## config.mk

```make
export PLATFORM = sky130hd
export DESIGN_NAME = ref_clk_selector
export DESIGN_NICKNAME = d
export VERILOG_FILES = /design/src/rtl/refsel_pkg.sv /design/src/rtl/refsel_los_mon.sv /design/src/rtl/refsel_ctrl.sv /design/src/rtl/refsel_div3.sv /design/src/rtl/ref_clk_selector.sv
export SDC_FILE = /design/constraint.sdc
export NUM_CORES = 1
export LEC_CHECK = 0
export CORE_UTILIZATION = 58
export CTS_BUF_LIST = sky130_fd_sc_hd__clkbuf_8
export DETAILED_ROUTE_END_ITERATION = 6
export GPL_ROUTABILITY_DRIVEN = 0
export PLACE_DENSITY = 0.82
export SLEW_MARGIN = 20
export SYNTH_ARGS = -nofsm -noshare
export SYNTH_HDL_FRONTEND = slang
export SYNTH_HIERARCHICAL = 1
export SYNTH_SLANG_ARGS = --single-unit
export TNS_END_PERCENT = 20
```

## constraint.sdc

```tcl
create_clock -name clk -period 3.1 [get_ports clk]
set_clock_uncertainty 0.05 [all_clocks]
set_input_delay 0.31 -clock clk [delete_from_list [all_inputs] [get_ports clk]]
set_output_delay 0.31 -clock clk [all_outputs]
set_load 0.1 [all_outputs]
```

## src/rtl/refsel_pkg.sv

```systemverilog
package refsel_pkg;

    localparam int NUM_REF = 2;
    localparam int NUM_DIV = 2;

    typedef enum logic [1:0] {
        MODE_AUTO = 2'b00,
        MODE_FPRI = 2'b01,
        MODE_FSEC = 2'b10
    } mode_e;

    localparam logic [1:0] MODE_RSVD = 2'b11;

endpackage

```

## src/rtl/refsel_los_mon.sv

```systemverilog
module refsel_los_mon #(
    parameter int WIN_W    = 8,
    parameter int CLR_WINS = 3
) (
    input  logic             clk,
    input  logic             rst_n,
    input  logic             tgl_i,
    input  logic [WIN_W-1:0] win_len_i,
    output logic             rise_o,
    output logic             los_o
);

    localparam int GOOD_W = (CLR_WINS < 2) ? 1 : $clog2(CLR_WINS);
    localparam logic [GOOD_W-1:0] GOOD_LAST = GOOD_W'(CLR_WINS - 1);

    typedef struct packed {
        logic              prev;
        logic [WIN_W-1:0]  cnt;
        logic              seen;
        logic [GOOD_W-1:0] good;
        logic              los;
    } mon_t;

    mon_t q, d;
    logic act;
    logic [WIN_W-1:0] win_last;

    always_comb begin
        d        = q;
        d.prev   = tgl_i;
        act      = tgl_i ^ q.prev;
        win_last = (win_len_i < WIN_W'(2)) ? WIN_W'(1) : win_len_i - WIN_W'(1);
        if (q.cnt >= win_last) begin
            // window closes this cycle
            d.cnt  = '0;
            d.seen = 1'b0;
            if (!(q.seen || act)) begin
                d.los  = 1'b1;
                d.good = '0;
            end else if (q.los) begin
                if (q.good == GOOD_LAST) begin
                    d.los  = 1'b0;
                    d.good = '0;
                end else begin
                    d.good = q.good + GOOD_W'(1);
                end
            end
        end else begin
            d.cnt  = q.cnt + WIN_W'(1);
            d.seen = q.seen | act;
        end
    end

    always_ff @(posedge clk) begin
        if (!rst_n) begin
            q <= '0;
        end else begin
            q <= d;
        end
    end

    assign rise_o = tgl_i & ~q.prev;
    assign los_o  = q.los;

endmodule

```

## src/rtl/refsel_ctrl.sv

```systemverilog
module refsel_ctrl
    import refsel_pkg::*;
(
    input  logic               clk,
    input  logic               rst_n,
    input  logic               cfg_wr_i,
    input  logic [1:0]         cfg_mode_i,
    input  logic [NUM_REF-1:0] los_i,
    output logic               sel_o,
    output logic [1:0]         mode_o,
    output logic               alarm_o,
    output logic               restart_o
);

    typedef struct packed {
        mode_e mode;
        logic  sel;
        logic  alarm;
    } ctl_t;

    ctl_t q, d;

    always_comb begin
        d = q;
        if (cfg_wr_i && (cfg_mode_i != MODE_RSVD)) begin
            d.mode = mode_e'(cfg_mode_i);
        end
        case (q.mode)
            MODE_FPRI: d.sel = 1'b0;
            MODE_FSEC: d.sel = 1'b1;
            default: begin
                if (los_i[q.sel] && !los_i[~q.sel]) begin
                    d.sel = ~q.sel;
                end
            end
        endcase
        d.alarm   = &los_i;
        restart_o = (d.sel != q.sel);
    end

    always_ff @(posedge clk) begin
        if (!rst_n) begin
            q <= '{mode: MODE_AUTO, sel: 1'b0, alarm: 1'b0};
        end else begin
            q <= d;
        end
    end

    assign sel_o   = q.sel;
    assign mode_o  = q.mode;
    assign alarm_o = q.alarm;

endmodule

```

## src/rtl/refsel_div3.sv

```systemverilog
module refsel_div3 #(
    parameter int DIV = 3
) (
    input  logic clk,
    input  logic rst_n,
    input  logic restart_i,
    input  logic rise_i,
    output logic en_o
);

    localparam int CW = (DIV < 3) ? 1 : $clog2(DIV);
    localparam logic [CW-1:0] CNT_LAST = CW'(DIV - 1);

    typedef struct packed {
        logic [CW-1:0] cnt;
        logic          en;
    } div_t;

    div_t q, d;

    always_comb begin
        d    = q;
        d.en = 1'b0;
        if (restart_i) begin
            d.cnt = '0;
        end else if (rise_i) begin
            if (q.cnt == CNT_LAST) begin
                d.cnt = '0;
                d.en  = 1'b1;
            end else begin
                d.cnt = q.cnt + CW'(1);
            end
        end
    end

    always_ff @(posedge clk) begin
        if (!rst_n) begin
            q <= '0;
        end else begin
            q <= d;
        end
    end

    assign en_o = q.en;

endmodule

```

## src/rtl/ref_clk_selector.sv

```systemverilog
module ref_clk_selector
    import refsel_pkg::*;
#(
    parameter int WIN_W    = 8,
    parameter int CLR_WINS = 3,
    parameter int DIV      = 3
) (
    input  logic             clk,
    input  logic             rst_n,
    input  logic             ref_pri_i,
    input  logic             ref_sec_i,
    input  logic [WIN_W-1:0] win_len_i,
    input  logic             cfg_wr_i,
    input  logic [1:0]       cfg_mode_i,
    output logic             sel_o,
    output logic [1:0]       mode_o,
    output logic [1:0]       los_o,
    output logic             alarm_o,
    output logic             rx_en_o,
    output logic             tx_en_o
);

    logic [NUM_REF-1:0] tgl;
    logic [NUM_REF-1:0] rise;
    logic [NUM_REF-1:0] los;
    logic [NUM_DIV-1:0] div_en;
    logic               restart;
    logic               sel;

    assign tgl = {ref_sec_i, ref_pri_i};

    for (genvar g = 0; g < NUM_REF; g++) begin : g_mon
        refsel_los_mon #(
            .WIN_W    (WIN_W),
            .CLR_WINS (CLR_WINS)
        ) u_mon (
            .clk       (clk),
            .rst_n     (rst_n),
            .tgl_i     (tgl[g]),
            .win_len_i (win_len_i),
            .rise_o    (rise[g]),
            .los_o     (los[g])
        );
    end

    refsel_ctrl u_ctrl (
        .clk        (clk),
        .rst_n      (rst_n),
        .cfg_wr_i   (cfg_wr_i),
        .cfg_mode_i (cfg_mode_i),
        .los_i      (los),
        .sel_o      (sel),
        .mode_o     (mode_o),
        .alarm_o    (alarm_o),
        .restart_o  (restart)
    );

    for (genvar g = 0; g < NUM_DIV; g++) begin : g_div
        refsel_div3 #(
            .DIV (DIV)
        ) u_div (
            .clk       (clk),
            .rst_n     (rst_n),
            .restart_i (restart),
            .rise_i    (rise[sel]),
            .en_o      (div_en[g])
        );
    end

    assign sel_o   = sel;
    assign los_o   = los;
    assign rx_en_o = div_en[0];
    assign tx_en_o = div_en[1];

endmodule

```

==> results by group, run 1 <==
Timing
  – Final min period: 2.91 ns
  – Setup TNS: 0 ns
  – Slew headroom: 35.4%
  – Setup-failing EPs final: 0
  – Final Slew Violations: 0
  – RSZ-0062 raised after global routing: yes
  – Crit share post-route: between 90 and 100%
  – Final setup margin: 0.191 ns
  – Worst Max-Slew Pin Slew: between 0.9 and 1 ns
  – FMAX: 344 MHz
  – Final Hold Viols: 0

Clocking
  – Clk Latency, worst-skew pair: 0.29 ns
  – Clock root cell: clkbuf_8
  – TritonCTS clock tree: yes
  – Sink Count: 36
  – Clk buf depth: 2
  – H-tree depth: 2
  – CTS Buf Count: 5
  – CTS Hold Bufs: 0
  – Clock Pin Slew Worst Setup and Hold Paths: 0.06 ns

Synthesis
  – Cell Area, Synth: 2100 um2
  – Mean Syn Cell Area: 8.70 um2
  – Synth top cells by count: dfxtp_1, nor2_1, ha_1, nand2_1, nand2b_1
  – Dominant synthesized flop cell: dfxtp_1
  – Synth Register Bits: 36
  – Yosys warns: 6
  – Post-synthesis cell count: 242
  – Number of flops mapped to enable cells by yosys: 0
  – Post-synthesis sequential area ratio: around a third
  – Syn Nets: 281
  – Area contributors post-synth: dfxtp_1, ha_1, nor2_1, nand2b_1, xor2_1
  – Yosys cell types: 35
  – Area leader, netlist: dfxtp_1
  – Area share of the largest cell type after synthesis: between 30 and 40%
  – Top-count cell post-synth: dfxtp_1
  – Synth async-reset ratio: 0%

Outcome
  – Status: finished clean

Placement
  – DP HPWL: 2980 um
  – Placed Cells: 326
  – Port Buf Inserts: 22
  – Dpl ws: -0.165 ns

Cells and area
  – Fin util: between 70 and 80%
  – Fin cells: 334
  – Fraction of layout cells with a size suffix above 1: 13.2%
  – Antenna cell count: 0
  – Final net count: 326
  – Post-synthesis to final-layout area growth: 23.7%

Worst setup path
  – Crit path kind: input port to flip-flop
  – CP required: around 3.3 ns
  – Largest stage delay, worst path: 0.53 ns
  – Worst-path fanout max: 6
  – Slowest CP cell: or4b_1
  – Worst EP arrival: 3.08 ns
  – Setup crit end kind: flip-flop
  – Critical path, cell by cell: clkdlybuf4s50_1, or3_1, or3_1, nand2b_4, buf_4, nand2_1, ha_1, o21ai_0, a21oi_2, a21oi_4, or4b_1, o22ai_1
  – Critical path launch point type: input port
  – Crit path top cell by count: or3_1

Routing
  – Routed wire per std cell: 11.4 um
  – ANT nets after route: 0
  – Vias/cell: 5.21
  – DRC: 0
  – Vias: 1739
  – DRT Pass-1 Iters: 4
  – DRT iter0 DRCs: 69
  – DRT Wirelength: between 3000 and 4000 um

Global routing
  – Gr usage total: a little under a quarter
  – Met3 GRT Util: 5.33%
  – GRT met2 Usage: around two fifths
  – First-pass GRT wire length: approximately 7000 um
  – Vias in the first global route: 1706
  – Antenna violations before repair: 0
  – Grt ovf: 0
  – Met1 usage: 26.6%
  – Top Usage Layer GRT: met2
  – Pin count of the biggest net entering global routing: 21

Die
  – Area of the core: approximately 3400 um2
  – Initial Utilization: 61.6%
  – Die height: 62.2 um
  – Site row count: 21
  – Die Width: 62.2 um
  – Die footprint: a little under 4000 um2
  – # IOs: 23

Min path
  – Hold Path Class: flip-flop to flip-flop

Pwr
  – Leakage: ~0.0011 uW
  – Worst VDD drop: between 0.3 and 0.4 mV
  – Pwr/cell area: 393 nW/um2

Flow run
  – Max Cap Viol: 0
worst max-delay path, delay by kind of cell:
kind | cells | cell delay [ns]
and+or+nand+nor | 5 | 1.49
adders and majority gates | 1 | 0.15
buffers and inverters | 2 | 0.61
AOI/OAI and AO/OA | 4 | 0.50
what timing repair did:
action / CTS / global route
setup buffers: 0 / 0
setup endpoints to repair: 0 / 11
hold endpoints to repair: 0 / 0
gates resized for setup: 0 / 2
registers in the layout (all words and copies together) (netlist names):
register / flops
g_div.u_div/en_o: 2
g_div.u_div/q: 4
g_mon.u_mon/los_o: 2
g_mon.u_mon/q: 24
u_ctrl/alarm_o: 1
u_ctrl/mode_o: 2
u_ctrl/sel_o: 1
per-stage QoR:
step	power, uW	instance area (um2)	hold WS [ns]
CTS	1030	2590	0.433
finish	1020	2600	0.426
global placement	687	2490	0.397
global route	1080	2600	0.455
detailed placement	693	2490	0.410
floorplan	624	2100	0.380
worst paths after layout:
| kind | from | endpoint | slack, ns | cells past startpoint |
|---|---|---|---|---|
| hold reg to reg | g_mon[0].u_mon/q[3] | g_mon[0].u_mon/q[3] | 0.43 | 2 |
| hold / removal | g_mon[0].u_mon/q[3] | g_mon[0].u_mon/q[3] | 0.43 | 2 |
| setup / recovery | win_len_i[3] | g_mon[0].u_mon/q[2] | 0.19 | 12 |
| setup reg to reg | g_mon[1].u_mon/q[4] | g_mon[1].u_mon/q[9] | 1.14 | 7 |
power by group:
group	switching [uW]	total, uW	internal, uW
clock	160	337	177
combinational	100	190	89.5
sequential	15.9	498	482
total	276	1020	748
metal layers:
metal	share of wire [%]	routed length [um]	vias up
met4	1.8	68	0
li1	-	-	921
met2	48	1830	18
met5	0	0	-
met3	2.9	109	8
met1	47	1800	792
final cells by class:
type	count	area [um2]
clock inverter	2	10.0
tap	46	57.6
clock buffer	6	82.6
multi-input combinational	194	1350
inverter	12	45.0
timing repair buffer	38	333
sequential	36	721
fill	261	813
logic make-up after synthesis:
family                     share of synthesized area, %
AOI/OAI and AO/OA                                  11.2
DFF                                                34.2
and+or+nand+nor                                    28.2
xor gates and xnor gates                           8.32
muxes                                              1.66
adders and majority gates                          14.3
buffers and inverters                              2.14
cell usage in the layout (no fill, tap or decap), drive strengths merged, types with 8 or more instances in the layout:
| cell type | count |
|---|---|
| nand2 | 24 |
| nand2b | 20 |
| xor2 | 12 |
| inv | 12 |
| xnor2 | 8 |
| nor2 | 32 |
| buf | 19 |
| ha | 24 |
| o21ai | 8 |
| clkdlybuf4s50 | 19 |
| dfxtp | 36 |
| a21oi | 14 |
No activity file was read; power rests on OpenSTA's default activity.
==> inputs of run 2 (changes only) <==
--- a/config.mk
+++ b/config.mk
@@ -5,6 +5,7 @@
 export SDC_FILE = /design/constraint.sdc
 export NUM_CORES = 1
 export LEC_CHECK = 0
+export CORE_MARGIN = 2
 export CORE_UTILIZATION = 58
 export CTS_BUF_LIST = sky130_fd_sc_hd__clkbuf_8
 export DETAILED_ROUTE_END_ITERATION = 6
==> results by group, run 2 (synthesis results as in run 1) <==
Cells and area
  – Final net count: 324 (was 326)
  – Most frequent cells in the layout: dfxtp_1, nor2_1, ha_1 (unchanged)
  – Fin util: 75.5% (was 76.2%)
  – Fin cells: 332 (was 334)
  – Reg area: 721 um2 (unchanged)
  – Fillers: 276 (was 261)
  – Fin area: 2580 um2 (was 2600 um2)
  – Fraction of layout cells with a size suffix above 1: 12.6% (was 13.2%)
  – Max reg flops: 24 (unchanged)
  – Post-synthesis to final-layout area growth: 22.6% (was 23.7%)
  – Most flops, register: g_mon.u_mon/q (unchanged)
  – Multi-input gate area: 1350 um2 (about the same)
  – Antenna cell count: 0 (unchanged)
  – Commonest non-fill, non-tap cell in the layout: dfxtp_1 (unchanged)
  – Top Registers: g_mon.u_mon/q: 24 flops, g_div.u_div/q: 4 flops (unchanged)

Routing
  – Routed wire per std cell: 11.7 um (was 11.4 um)
  – Vias/cell: 5.20 (was 5.21)
  – DRT iter0 DRCs: 74 (was 69)
  – ANT nets after route: 0 (unchanged)
  – DRT Pass-1 Iters: 6 (was 4)
  – DRC: 0 (unchanged)
  – Vias: 1725 (was 1739)
  – DRT Wirelength: 3900 um (was 3810 um)

Worst setup path
  – R2R Path Start: g_mon[0].u_mon/q[4] (was g_mon[1].u_mon/q[4])
  – Crit path kind: input port to flip-flop (unchanged)
  – Largest stage delay, worst path: 0.56 ns (was 0.53 ns)
  – Critical path, cell by cell: clkdlybuf4s50_1, or3_1, or3_1, nand2b_4, buf_4, nand2_1, ha_1, nand4_1, a21oi_2, a21oi_4, or4b_1, o22ai_1 (was clkdlybuf4s50_1, or3_1, or3_1, nand2b_4, buf_4, nand2_1, ha_1, o21ai_0, a21oi_2, a21oi_4, or4b_1, o22ai_1)
  – Critical path launch point type: input port (unchanged)
  – R2r setup slk: 1.13 ns (was 1.14 ns)
  – R2r endpoint: g_mon[0].u_mon/q[8] (was g_mon[1].u_mon/q[9])
  – Worst EP arrival: 3.11 ns (was 3.08 ns)
  – Setup crit end kind: flip-flop (unchanged)
  – Worst-path fanout max: 6 (unchanged)
  – Slowest CP cell: or4b_1 (unchanged)
  – Crit path top cell by count: or3_1 (unchanged)
  – FF-to-FF path depth: 7 (unchanged)
  – CP required: 3.27 ns (about the same)

Die
  – # IOs: 23 (unchanged)
  – Die Width: 64.2 um (was 62.2 um)
  – Die height: 64.2 um (was 62.2 um)
  – Site row count: 21 (unchanged)
  – Area of the core: 3420 um2 (unchanged)
  – Initial Utilization: 61.6% (unchanged)
  – Die footprint: 4130 um2 (was 3870 um2)

Clocking
  – Sink Count: 36 (unchanged)
  – Clk buf depth: 2 (unchanged)
  – H-tree depth: 2 (unchanged)
  – Clk Latency, worst-skew pair: 0.29 ns (about the same)
  – CTS Buf Count: 5 (unchanged)
  – CTS Hold Bufs: 0 (unchanged)
  – TritonCTS clock tree: yes (unchanged)
  – Clock Pin Slew Worst Setup and Hold Paths: 0.07 ns (was 0.06 ns)
  – Clock root cell: clkbuf_8 (unchanged)

Placement
  – Port Buf Inserts: 22 (unchanged)
  – DP HPWL: 3000 um (was 2980 um)
  – Placed standard-cell area: 2480 um2 (was 2490 um2)
  – Placed Cells: 324 (was 326)

Pwr
  – Total Power: 1030 uW (was 1020 uW)
  – Pwr/cell area: 397 nW/um2 (was 393 nW/um2)
  – Leakage: 0.00113 uW (was 0.00114 uW)
  – Worst VDD drop: 0.380 mV (was 0.326 mV)

Min path
  – Hold path cells: 1 (was 2)
  – Hold Path Class: flip-flop to flip-flop (unchanged)
  – Worst Hold End: g_mon[1].u_mon/q[4] (was g_mon[0].u_mon/q[3])
  – Hold_sp: g_mon[1].u_mon/q[4] (was g_mon[0].u_mon/q[3])

Timing
  – Final min period: 2.94 ns (was 2.91 ns)
  – Setup TNS: 0 ns (unchanged)
  – Worst Max-Slew Pin Slew: 0.974 ns (was 0.965 ns)
  – FMAX: 340 MHz (was 344 MHz)
  – Setup-failing EPs final: 0 (unchanged)
  – Crit share post-route: 94.9% (was 93.9%)
  – Slew headroom: 34.9% (was 35.4%)
  – Final Hold Viols: 0 (unchanged)
  – Final Slew Violations: 0 (unchanged)
  – RSZ-0062 raised after global routing: no (was yes)

Global routing
  – Antenna violations before repair: 0 (unchanged)
  – Vias in the first global route: 1612 (was 1706)
  – Grt ovf: 0 (unchanged)
  – Gr usage total: 21.4% (was 22.5%)
  – First-pass GRT wire length: 6910 um (was 7000 um)
  – Pin count of the biggest net entering global routing: 21 (unchanged)

Outcome
  – Status: finished clean (unchanged)

Flow run
  – Max Cap Viol: 0 (unchanged)
## run 2: critical path: cells and delay by family
family	cells	cell delay, ns
simple gates	6	1.61
buf+inv	2	0.60
fa+ha+maj	1	0.14
compound gates	3	0.44
## run 2: how the worst max path moves through the flow
stage,depth (start not counted),endpoint,start,slack (ns)
after floorplan,10,g_mon[0].u_mon/q[1],win_len_i[3],0.53
after global placement,11,g_mon[1].u_mon/q[11],win_len_i[4],-0.08
after detailed placement,11,g_mon[1].u_mon/q[11],win_len_i[4],-0.15
after CTS,11,g_mon[1].u_mon/q[11],win_len_i[4],0.16
after global routing,11,g_mon[0].u_mon/q[8],win_len_i[4],0.02
final,12,g_mon[1].u_mon/q[1],win_len_i[4],0.16
## run 2: metal layers
metal	global-route usage, %	up-vias	routed length, um
met1	26.1	796	1830
met5	0	-	0
met4	8.78	0	62
li1	-	915	-
met3	5.81	5	84
met2	35.4	9	1920
## run 2: layout make-up
type | instances | share of cell area [%]
Clock inverter | 2 | 0.388
Sequential cell | 36 | 27.9
Timing Repair Buffer | 36 | 12.3
Clock buffer | 6 | 3.20
Tap cell | 46 | 2.23
Multi-Input combinational cell | 194 | 52.2
Inverter | 12 | 1.75
## run 2: what timing repair did
| action | in CTS | in global routing |
|---|---|---|
| buffers inserted | 0 | 0 |
| endpoints found under the hold margin | 0 | 0 |
| gates resized for setup | 0 | 1 |
| endpoints found under the setup margin | 0 | 3 |
## run 2: power by group
part           internal [uW]  total [uW]  leakage [uW]  switching [uW]
sequential               482         497      0.000293            15.5
clock                    177         341     0.0000510             163
combinational           88.6         188      0.000785            99.1
total                    747        1030       0.00113             278
## run 2: metrics by stage
stage | hold WS (ns) | worst slack, ns
finish | 0.415 | 0.159
global route | 0.443 | 0.0176
CTS | 0.423 | 0.158
detailed placement | 0.407 | -0.148
global placement | 0.393 | -0.0798
floorplan | 0.380 | 0.526
==> inputs of run 3 (changes only) <==
--- a/config.mk
+++ b/config.mk
@@ -6,11 +6,11 @@
 export NUM_CORES = 1
 export LEC_CHECK = 0
 export CORE_MARGIN = 2
-export CORE_UTILIZATION = 58
+export CORE_UTILIZATION = 33
 export CTS_BUF_LIST = sky130_fd_sc_hd__clkbuf_8
 export DETAILED_ROUTE_END_ITERATION = 6
 export GPL_ROUTABILITY_DRIVEN = 0
-export PLACE_DENSITY = 0.82
+export PLACE_DENSITY = 0.51
 export SLEW_MARGIN = 20
 export SYNTH_ARGS = -nofsm -noshare
 export SYNTH_HDL_FRONTEND = slang
==> results by group, run 3 (synthesis results as in run 1) <==
Timing
  – Setup TNS: 0 ns (unchanged)
  – Final Slew Violations: 0 (unchanged)
  – FMAX: 338 MHz (was 340 MHz)
  – Crit share post-route: 95.6% (was 94.9%)
  – Hold slack: 0.421 ns (was 0.415 ns)
  – Final Hold Viols: 0 (unchanged)
  – Final min period: 2.96 ns (was 2.94 ns)
  – RSZ-0062 raised after global routing: no (unchanged)
  – Setup-failing EPs final: 0 (unchanged)
  – Worst Max-Slew Pin Slew: 0.969 ns (was 0.974 ns)
  – Slew headroom: 35.2% (was 34.9%)

Pwr
  – Sw frac: 26.7% (was 27.1%)
  – Leakage: 0.00113 uW (about the same)
  – Sw Pwr: 262 uW (was 278 uW)
  – Clock power frac: 30.4% (was 33.2%)
  – Int Pwr: 719 uW (was 747 uW)
  – Worst VDD drop: 0.267 mV (was 0.380 mV)
  – Sequential Power Share: 50.7% (was 48.5%)
  – Combinational share of power: 18.9% (was 18.3%)
  – Pwr/cell area: 375 nW/um2 (was 397 nW/um2)
  – Total Power: 981 uW (was 1030 uW)

Die
  – Die Width: 83.9 um (was 64.2 um)
  – Site row count: 29 (was 21)
  – Die footprint: 7030 um2 (was 4130 um2)
  – Initial Utilization: 33.7% (was 61.6%)
  – Die height: 83.9 um (was 64.2 um)
  – # IOs: 23 (unchanged)
  – Area of the core: 6240 um2 (was 3420 um2)

Worst setup path
  – R2r setup slk: 1.11 ns (was 1.13 ns)
  – R2r endpoint: g_mon[1].u_mon/q[9] (was g_mon[0].u_mon/q[8])
  – Critical path launch point type: input port (unchanged)
  – Worst-path fanout max: 8 (was 6)
  – CP required: 3.26 ns (was 3.27 ns)
  – Crit path top cell by count: or3_1 (unchanged)
  – Buf+Inv Stages, Crit Path: 1 (was 2)
  – Slowest CP cell: clkdlybuf4s50_1 (was or4b_1)
  – R2R Path Start: g_mon[1].u_mon/q[4] (was g_mon[0].u_mon/q[4])
  – CP delay by family, top: simple AND/OR/NAND/NOR gates (unchanged)
  – Crit path kind: input port to flip-flop (unchanged)
  – Critical path, cell by cell: clkdlybuf4s50_1, or3_1, or3_1, nand2b_4, nand2_1, ha_1, nand2b_1, a2111o_1, a21oi_2, nand2_2, nor2_1 (was clkdlybuf4s50_1, or3_1, or3_1, nand2b_4, buf_4, nand2_1, ha_1, nand4_1, a21oi_2, a21oi_4, or4b_1, o22ai_1)
  – Worst EP arrival: 3.12 ns (was 3.11 ns)
  – Setup crit end kind: flip-flop (unchanged)
  – Largest stage delay, worst path: 0.46 ns (was 0.56 ns)
  – FF-to-FF path depth: 7 (unchanged)

Cells and area
  – Most frequent cells in the layout: dfxtp_1, nor2_1, ha_1 (unchanged)
  – Top Registers: g_mon.u_mon/q: 24 flops, g_div.u_div/q: 4 flops (unchanged)
  – Max reg flops: 24 (unchanged)
  – Final net count: 325 (was 324)
  – Fraction of layout cells with a size suffix above 1: 13.3% (was 12.6%)
  – Fillers: 645 (was 276)
  – Post-synthesis to final-layout area growth: 24.4% (was 22.6%)
  – Fin cells: 363 (was 332)
  – Most flops, register: g_mon.u_mon/q (unchanged)
  – Antenna cell count: 0 (unchanged)
  – Commonest non-fill, non-tap cell in the layout: dfxtp_1 (unchanged)
  – Fin util: 42.0% (was 75.5%)

Routing
  – Vias: 1671 (was 1725)
  – DRT Pass-1 Iters: 4 (was 6)
  – Vias/cell: 4.60 (was 5.20)
  – Routed wire per std cell: 10.7 um (was 11.7 um)
  – DRC: 0 (unchanged)
  – DRT Wirelength: 3890 um (was 3900 um)
  – ANT nets after route: 0 (unchanged)
  – DRT iter0 DRCs: 59 (was 74)

Flow run
  – Max Cap Viol: 0 (unchanged)

Placement
  – Placed Cells: 356 (was 324)
  – DP HPWL: 3030 um (was 3000 um)
  – Port Buf Inserts: 22 (unchanged)

Min path
  – Hold Path Class: flip-flop to flip-flop (unchanged)
  – Hold_sp: g_mon[1].u_mon/q[4] (unchanged)
  – Worst Hold End: g_mon[1].u_mon/q[4] (unchanged)
  – Hold path cells: 1 (unchanged)

Global routing
  – Antenna violations before repair: 0 (unchanged)
  – Pin count of the biggest net entering global routing: 21 (unchanged)
  – First-pass GRT wire length: 7250 um (was 6910 um)
  – Gr usage total: 12.3% (was 21.4%)
  – Grt ovf: 0 (unchanged)
  – Vias in the first global route: 1663 (was 1612)

Outcome
  – Status: finished clean (unchanged)

Clocking
  – Clock root cell: clkbuf_8 (unchanged)
  – Clk buf depth: 2 (unchanged)
  – CTS Buf Count: 5 (unchanged)
  – TritonCTS clock tree: yes (unchanged)
  – Clock Pin Slew Worst Setup and Hold Paths: 0.07 ns (about the same)
  – H-tree depth: 2 (unchanged)
  – Clk Latency, worst-skew pair: 0.27 ns (was 0.29 ns)
  – CTS Hold Bufs: 0 (unchanged)
  – Sink Count: 36 (unchanged)
-- run 3: cell type report --
type | instances | area (um2) | share of cell area (%)
sequential | 36 | 721 | 27.5
timing repair buffer | 37 | 323 | 12.3
tap | 77 | 96.3 | 3.68
multi-input combinational | 194 | 1360 | 51.8
inverter | 12 | 45.0 | 1.72
clock inverter | 2 | 8.76 | 0.334
clock buffer | 5 | 68.8 | 2.63
-- run 3: worst reg2reg max path: stages, from the launching register on --
cell and delay, ns:
dfxtp_1 0.37, inv_1 0.06, ha_1 0.27, nand2b_1 0.14, a2111o_1 0.42, a21oi_2 0.28
nand2_2 0.18, nor2_1 0.15
-- run 3: how the worst max path moves through the flow --
stage	from	cells past startpoint	to	slack (ns)
final	win_len_i[3]	11	g_mon[1].u_mon/q[9]	0.14
after global routing	win_len_i[3]	11	g_mon[1].u_mon/q[10]	0.004
after CTS	win_len_i[3]	11	g_mon[1].u_mon/q[11]	0.13
after detailed placement	win_len_i[3]	11	g_mon[1].u_mon/q[3]	-0.15
after global placement	win_len_i[4]	11	g_mon[1].u_mon/q[11]	-0.15
after floorplan	win_len_i[3]	10	g_mon[0].u_mon/q[1]	0.53
-- run 3: layer usage --
metal	track usage (%)	part of all wire, %
met3	3.17	1.8
met4	3.81	0.87
met5	0	0
met1	16.1	52
met2	19.8	45
-- run 3: through the flow --
stage	cell area, um2	setup WS [ns]
2_1_floorplan	2100	0.526
3_3_place_gp	2520	-0.152
4_1_cts	2600	0.134
3_5_place_dp	2520	-0.155
5_1_grt	2620	0.00377
6_report	2620	0.138
-- run 3: what timing repair did --
item                       CTS  global route
resized for setup            0             3
setup endpoints to repair    0             2
buffers inserted             0             0
hold endpoints to repair     0             0
-- run 3: power by group through the flow --
stage / clock, uW / sequential, uW / combinational [uW]
final: 298 / 497 / 186
after global routing: 336 / 501 / 212
after CTS: 320 / 497 / 187
after detailed placement: 0 / 508 / 185
after global placement: 0 / 508 / 185
after floorplan: 0 / 524 / 99.7
